`config.mk`:
```
export PLATFORM = sky130hd
export DESIGN_NAME = hbridge_chop_ctrl
export DESIGN_NICKNAME = d
export VERILOG_FILES = /design/src/rtl/hbc_pkg.sv /design/src/rtl/hbc_deadtime.sv /design/src/rtl/hbc_chopper.sv /design/src/rtl/hbc_thermal.sv /design/src/rtl/hbridge_chop_ctrl.sv
export SDC_FILE = /design/constraint.sdc
export NUM_CORES = 1
export LEC_CHECK = 0
export BUFFER_PORTS_ARGS = -buffer_cell sky130_fd_sc_hd__buf_4
export CORE_MARGIN = 3
export CORE_UTILIZATION = 48
export CTS_CLUSTER_DIAMETER = 30
export DETAILED_ROUTE_END_ITERATION = 8
export GPL_TIMING_DRIVEN = 0
export PLACE_DENSITY_LB_ADDON = 0.12
export SLEW_MARGIN = 20
export SYNTH_ARGS = -nofsm -noshare
export SYNTH_HDL_FRONTEND = slang
export SYNTH_HIERARCHICAL = 1
export SYNTH_SLANG_ARGS = --single-unit
```
`constraint.sdc`:
```
create_clock -name clk -period 2 [get_ports clk]
set_clock_uncertainty 0.2 [all_clocks]
set_input_delay 0.1 -clock clk [delete_from_list [all_inputs] [get_ports clk]]
set_output_delay 0.1 -clock clk [all_outputs]
set_load 0.005 [all_outputs]
```
`src/rtl/hbc_pkg.sv`:
```
package hbc_pkg;
    typedef struct packed {
        logic src_a;
        logic snk_a;
        logic src_b;
        logic snk_b;
    } hbc_drive_t;

    localparam hbc_drive_t HBC_ALL_OFF = '{default: 1'b0};
endpackage

```
`src/rtl/hbc_deadtime.sv`:
```
module hbc_deadtime #(
    parameter int DEAD_CYC = 50
) (
    input  logic clk,
    input  logic rst_n,
    input  logic dir_i,
    output logic dir_o,
    output logic dead_o
);
    localparam int DW = $clog2(DEAD_CYC + 1);

    typedef struct packed {
        logic          dir;
        logic [DW-1:0] cnt;
    } dt_state_t;

    dt_state_t st_d, st_q;

    always_comb begin
        st_d = st_q;
        if (dir_i != st_q.dir) begin
            st_d.dir = dir_i;
            st_d.cnt = DW'(DEAD_CYC);
        end else if (st_q.cnt != '0) begin
            st_d.cnt = st_q.cnt - 1'b1;
        end
    end

    always_ff @(posedge clk or negedge rst_n) begin
        if (!rst_n) st_q <= '0;
        else        st_q <= st_d;
    end

    assign dir_o  = st_q.dir;
    assign dead_o = (st_q.cnt != '0) || (dir_i != st_q.dir);
endmodule

```
`src/rtl/hbc_chopper.sv`:
```
module hbc_chopper #(
    parameter int BLANK_CYC = 20
) (
    input  logic clk,
    input  logic rst_n,
    input  logic tick_i,
    input  logic trip_i,
    output logic on_o
);
    localparam int BW = $clog2(BLANK_CYC + 1);

    typedef struct packed {
        logic          on;
        logic [BW-1:0] blank;
    } ch_state_t;

    ch_state_t st_d, st_q;

    always_comb begin
        st_d = st_q;
        if (tick_i) begin
            st_d.on    = 1'b1;
            st_d.blank = BW'(BLANK_CYC);
        end else if (st_q.blank != '0) begin
            st_d.blank = st_q.blank - 1'b1;
        end else if (trip_i) begin
            st_d.on = 1'b0;
        end
    end

    always_ff @(posedge clk or negedge rst_n) begin
        if (!rst_n) st_q <= '0;
        else        st_q <= st_d;
    end

    assign on_o = st_q.on;
endmodule

```
`src/rtl/hbc_thermal.sv`:
```
module hbc_thermal (
    input  logic clk,
    input  logic rst_n,
    input  logic hot_i,
    input  logic cool_i,
    output logic fault_o
);
    logic fault_d, fault_q;

    always_comb begin
        fault_d = fault_q;
        if (hot_i)       fault_d = 1'b1;
        else if (cool_i) fault_d = 1'b0;
    end

    always_ff @(posedge clk or negedge rst_n) begin
        if (!rst_n) fault_q <= 1'b0;
        else        fault_q <= fault_d;
    end

    assign fault_o = hot_i | fault_q;
endmodule

```
`src/rtl/hbridge_chop_ctrl.sv`:
```
module hbridge_chop_ctrl
    import hbc_pkg::*;
#(
    parameter int DEAD_CYC  = 50,
    parameter int BLANK_CYC = 20
) (
    input  logic clk,
    input  logic rst_n,
    input  logic dir_i,
    input  logic dis_i,
    input  logic trip_i,
    input  logic osc_tick_i,
    input  logic reg_en_i,
    input  logic therm_hot_i,
    input  logic therm_cool_i,
    output logic src_a_o,
    output logic snk_a_o,
    output logic src_b_o,
    output logic snk_b_o
);
    logic       dir_held, dead, chop_on, fault;
    logic       bridge_en, src_en;
    hbc_drive_t drv;

    hbc_deadtime #(.DEAD_CYC(DEAD_CYC)) u_dead (
        .clk(clk), .rst_n(rst_n), .dir_i(dir_i),
        .dir_o(dir_held), .dead_o(dead)
    );

    hbc_chopper #(.BLANK_CYC(BLANK_CYC)) u_chop (
        .clk(clk), .rst_n(rst_n), .tick_i(osc_tick_i),
        .trip_i(trip_i), .on_o(chop_on)
    );

    hbc_thermal u_therm (
        .clk(clk), .rst_n(rst_n), .hot_i(therm_hot_i),
        .cool_i(therm_cool_i), .fault_o(fault)
    );

    always_comb begin
        bridge_en = rst_n && !dis_i && !fault && !dead;
        src_en    = bridge_en && (chop_on || !reg_en_i);
        drv       = HBC_ALL_OFF;
        if (dir_held) begin
            drv.src_a = src_en;
            drv.snk_b = bridge_en;
        end else begin
            drv.src_b = src_en;
            drv.snk_a = bridge_en;
        end
    end

    assign src_a_o = drv.src_a;
    assign snk_a_o = drv.snk_a;
    assign src_b_o = drv.src_b;
    assign snk_b_o = drv.snk_b;
endmodule

```
# [After elaboration in Yosys (flattened, before gate mapping)]
# Index checks and enable logic that the tools add are counted.
[totals] regBits=14 in_bits=9 out_inout_bits=4 word_cells=38
[classes] addsub=2 n_eq_ne=2 mux=11 n_bitwise=1 reduce_logical=17
[op_table] op="2-to-1 mux 6 bit" count=3
[op_table] op="nonzero test 2 bit" count=4
[op_table] op="2-to-1 mux 1 bit" count=6
[op_table] op="nonzero test 6 bit" count=1
[op_table] op="subtractor 6 x 1 -> 6 bit, second input constant" count=1
[op_table] op="2-to-1 mux 5 bit" count=1
[op_table] op="nonzero test 5 bit" count=1
[op_table] op="subtractor 5 x 1 -> 5 bit, second input constant" count=1
[op_table] op="logical AND 1 bit" count=4
[op_table] op="logical NOT 1 bit" count=4
[op_table] op="logical OR 1 bit" count=2
[op_table] op="2-to-1 mux 2 bit" count=1
[op_table] op="inequality test 2 bit, second input constant" count=1
[op_table] op="AND reduction 2 bit" count=1
[op_table] op="inequality test 1 bit" count=1
[op_table] op="OR 1 bit" count=1

# [Longest topological paths before layout]
[depth] depth_word=6 mapped_depth=7 ltp_nobuf=7

# [Modules after synthesis]
# The synthesis kept the hierarchy.
[by_module_without_submodules] mod="hbc_deadtime" n_inst=1 cells_each=42 area_per_inst_um2=391.6 seq_area_each_um2=175.2
[by_module_without_submodules] mod="hbc_chopper" n_inst=1 cells_each=30 area_per_inst_um2=342.8 seq_area_each_um2=150.1
[by_module_without_submodules] mod="hbc_thermal" n_inst=1 cells_each=4 area_per_inst_um2=43.8 seq_area_each_um2=25.0
[by_module_without_submodules] mod="hbridge_chop_ctrl" n_inst=1 cells_each=7 area_per_inst_um2=41.3 seq_area_each_um2=0.0

# [Worst setup path before layout]
# Ideal clock, no wire load.
[synth_timing] path_type="flip-flop to output port" start="reg u_dead/st_q[0] in the netlist's numbering" end="out src_a_o" arrival_time_ps=1942 required_time_ps=1700 path_slack_ps=-242 stages_incl_launch_ff=8 n_path_buf=0 path_cell_list="dfrtp_1 inv_1 ha_1 or3b_1 nor2_1 nand2_1 or4b_4 nor3_1"
[synth_via] elab_chain_len=6
[synth_lines] element="from (decl)" line_no="hbc_deadtime.sv:17" text="dt_state_t st_d, st_q;"
[synth_lines] element="from (signal assigned)" line_no="hbc_deadtime.sv:31" text="else st_q <= st_d;"
[synth_lines] element="nonzero test 6 bit" line_no="hbc_deadtime.sv:35" text="assign dead_o = (st_q.cnt != '0) || (dir_i != st_q.dir);"
[synth_lines] element="logical OR 1 bit" line_no="hbc_deadtime.sv:35"
[synth_lines] element="named net dead" line_no="hbridge_chop_ctrl.sv:21" text="logic dir_held, dead, chop_on, fault;"
[synth_lines] element="logical NOT 1 bit" line_no="hbridge_chop_ctrl.sv:41" text="bridge_en = rst_n && !dis_i && !fault && !dead;"
[synth_lines] element="logical AND 1 bit" line_no="hbridge_chop_ctrl.sv:41"
[synth_lines] element="logical AND 1 bit" line_no="hbridge_chop_ctrl.sv:42" text="src_en = bridge_en && (chop_on || !reg_en_i);"
[synth_lines] element="2-to-1 mux 1 bit" line_no="hbridge_chop_ctrl.sv:44" text="if (dir_held) begin"
[synth_lines] element="to (decl)" line_no="hbridge_chop_ctrl.sv:16" text="output logic src_a_o,"
# The timed path passes the listed nets, and every way through them passes these cells.

# [Final worst setup path]
# Ends and elaborated chain as after synthesis.

==> run summary <==
Vias/cell = 5.39
PortBufs = 11
failing checks = negative setup slack
largest net degree at the start of global routing = 13
Yosys cell types = 35
GP Congestion = 0.698
Pwr Density = 744 mW/mm^2
fin nets = 125
final hold vios = 0
RSZ-0062 raised after global routing = yes
sequential power share = 45.2%
post-route cell area = 0.00111 sq mm
Final Setup Violations = 4
drt initial violations = 12
vias post-DR = 685
initial antenna violation count = 0
post-DP HPWL = 1.15 mm
share of cells above drive strength 1 = 35.1%
min setup slack post-route = -561 ps
sequential-to-total area share from yosys stat = 42.7%
DRT Pass-1 Iters = 4
DRT Wirelength = 1.73 mm
crit-path max FO = 4
final global-route overflow total = 0
ant diodes = 0
WP data arrival = 2260 ps
relative slew slack = 62.8%
Slew Viols, Final = 0
flops & latches, synth = 14
core area = 0.00156 sq mm
CTS Root Cell = clkbuf_4
clk sinks = 14
CP endpoint kind = output pin
critical path class = reg2out
die area = 0.00224 sq mm
Max Cap Viol = 0
dpl cell area = 950 sq um
CTS Buf Count = 3
yosys warns = 6
post-route ant nets = 0
CP startpoint kind = flip-flop
Syn Area/Cell = 9.87 sq um
Clk pwr share = 25.0%
Syn-to-layout area delta = 35.3%
cells after synthesis = 83
LEAKAGE = 0.488 nW
Starting Density = 52.6%
Comb pwr share = 29.8%
min-delay worst type = in2reg
P_sw = 0.261 mW
Slew @ Worst Pin = 556 ps
Filler cells = 123
gr usage total = 16.3%
wire per inst = 13.6 um
CTS Buffer Depth = 2
status = finished, violations left
DIE HEIGHT = 47.3 um
syn_nets = 96
Final Cycle Share = 128%
FMAX = 0.390 GHz
Placed Cells = 110
peak supply drop = 0.422 mV
die width = 47.3 um
Clock Pin Slew Worst Setup and Hold Paths = 90 ps
Row Count = 14
mapped cell area = 820 sq um
vias in the first global route = 604
Finished Layout Cells = 127
Internal = 0.564 mW
I/O pin total = 13
Max H-tree Level = 1
post-layout min period = 2560 ps
Sw Share = 31.7%
global-route wire length before repair = 2.53 mm
CTS tree = built
WP data required = 1700 ps
Clock Latency Late Sink = 280 ps
drc violations = 0
==> layer usage <==
metal	GRT usage (%)	routed length [um]	share of wire (%)	vias up
met5	0	0	0	-
met4	6.63	12	0.69	0
met3	4.21	91	5.3	2
met2	24.9	756	44	19
met1	22.0	866	50	317
li1	-	-	-	347
==> area by class of cell <==
cell class	count	area (sq um)	share of cell area (%)
Multi-Input combinational cell	59	467	42.1
Sequential cell	14	350	31.6
Timing Repair Buffer	24	198	17.8
Clock buffer	4	36.3	3.27
Inverter	8	30.0	2.71
Tap cell	16	20.0	1.81
Buffer	2	7.51	0.677
==> stage by stage <==
stage / setup TNS (ps) / hold WS (ps) / total power [mW] / utilization, % / worst slack (ps)
2_1_floorplan: -349 / -396 / 0.525 / - / -142
3_3_place_gp: -1110 / -238 / 0.571 / 60.9 / -341
3_5_place_dp: -1240 / -233 / 0.584 / 60.9 / -377
4_1_cts: -2310 / 6.68 / 0.829 / 70.9 / -615
5_1_grt: -2440 / 10.6 / 0.876 / 71.1 / -646
6_report: -2070 / 1.89 / 0.825 / 71.1 / -561
==> critical path, stage by stage (launching register included) <==
cell	delay [ps]
dfrtp_1	410
inv_2	90
ha_4	130
or3b_4	400
nor2_4	110
nand2_2	50
or4b_4	520
nor3_2	160
buf_4	130
==> worst paths after layout <==
path | start | to | slack [ps] | cells after the start
max | u_dead/st_q[0] | src_a_o | -560 | 8
min | osc_tick_i | u_chop/st_q[3] | 2 | 2
max reg2reg | u_dead/st_q[0] | u_dead/st_q[1] | 220 | 6
min reg2reg | u_chop/on_o | u_chop/on_o | 350 | 2
max in group asynchronous | rst_n | u_dead/st_q[0] | 510 | 3
min in group asynchronous | rst_n | u_therm/fault_q | 530 | 3
==> power by group through the flow <==
stage / sequential (mW) / combinational [mW] / clock [mW]
5_1_grt: 0.380 / 0.270 / 0.227
4_1_cts: 0.373 / 0.241 / 0.216
3_3_place_gp: 0.379 / 0.192 / 0
6_report: 0.373 / 0.246 / 0.206
2_1_floorplan: 0.370 / 0.156 / 0
3_5_place_dp: 0.382 / 0.202 / 0
==> layout by cell type, fill, tap and decap left out, drive strengths merged <==
| cell | netlist | final |
|---|---|---|
| nand3b | 2 | 2 |
| nor4 | 1 | 1 |
| or3b | 1 | 1 |
| a31oi | 2 | 2 |
| nand2 | 3 | 3 |
| nand3 | 2 | 2 |
| mux2i | 1 | 1 |
| or2 | 2 | 2 |
| mux2 | 2 | 2 |
| or3 | 2 | 2 |
| dlygate4sd3 | 0 | 7 |
| a21o | 2 | 2 |
| xnor2 | 2 | 2 |
| o21ai | 2 | 2 |
| nor2 | 9 | 9 |
| a311o | 1 | 1 |
| ha | 4 | 4 |
| buf | 0 | 17 |
| inv | 8 | 8 |
| o31ai | 1 | 1 |
| dfrtp | 14 | 14 |
| nor2b | 3 | 3 |
| or4 | 1 | 1 |
| a211oi | 1 | 1 |
| nor3 | 5 | 5 |
| o21ba | 1 | 1 |
| a21oi | 3 | 3 |
| or4b | 1 | 1 |
| clkbuf | 2 | 6 |
| xor2 | 1 | 1 |
| nor4b | 1 | 1 |
| a21boi | 1 | 1 |
| nor3b | 2 | 2 |
==> cells by family (layout without fill, tap and decap cells) <==
| group | after synthesis | count (layout) | share of synthesized area, % |
|---|---|---|---|
| compound gates | 14 | 14 | 12.8 |
| mux | 3 | 3 | 3.97 |
| buf+inv | 10 | 38 | 4.58 |
| fa+ha+maj | 4 | 4 | 6.11 |
| flops | 14 | 14 | 42.7 |
| xor+xnor | 3 | 3 | 3.21 |
| simple gates | 35 | 35 | 26.6 |
==> state kept, by name (all words and copies together), names as in the netlist <==
register         count
u_chop/on_o          1
u_chop/st_q          5
u_dead/dir_o         1
u_dead/st_q          6
u_therm/fault_q      1
==> synth_stat cells <==
master / count / area (sq um)
xnor2_1: 2 / 17.5
xor2_1: 1 / 8.76
or4_4: 1 / 11.3
nor3b_1: 2 / 15.0
nand3b_1: 2 / 15.0
or3b_1: 1 / 8.76
mux2_2: 2 / 22.5
nor3_1: 5 / 25.0
nand2_1: 3 / 11.3
ha_1: 4 / 50.1
mux2i_1: 1 / 10.0
a311o_1: 1 / 10.0
a21o_1: 1 / 7.51
dfrtp_1: 14 / 350
or2_2: 1 / 6.26
nor4_1: 1 / 6.26
o21ai_1: 1 / 5.00
or4b_4: 1 / 13.8
nor2b_1: 3 / 18.8
a21o_2: 1 / 8.76
o21ba_2: 1 / 10.0
nor2_1: 9 / 33.8
or2_1: 1 / 6.26
a21oi_1: 2 / 10.0
nand3_1: 2 / 10.0
a21boi_0: 1 / 7.51
clkbuf_1: 2 / 7.51
inv_1: 8 / 30.0
a211oi_2: 1 / 12.5
or3_1: 2 / 12.5
a31oi_1: 2 / 12.5
a21oi_2: 1 / 8.76
nor4b_4: 1 / 23.8
o21ai_0: 1 / 5.00
o31ai_1: 1 / 7.51
==> what timing repair did <==
action,in CTS,in global routing
hold buffers,7,0
pin swaps,3,2
endpoints found under the setup margin,4,4
gates resized for setup,1,1
gates cloned,0,0
setup buffers,6,0
hold endpoints to repair,19,0
(Power assumes the default switching activity.)
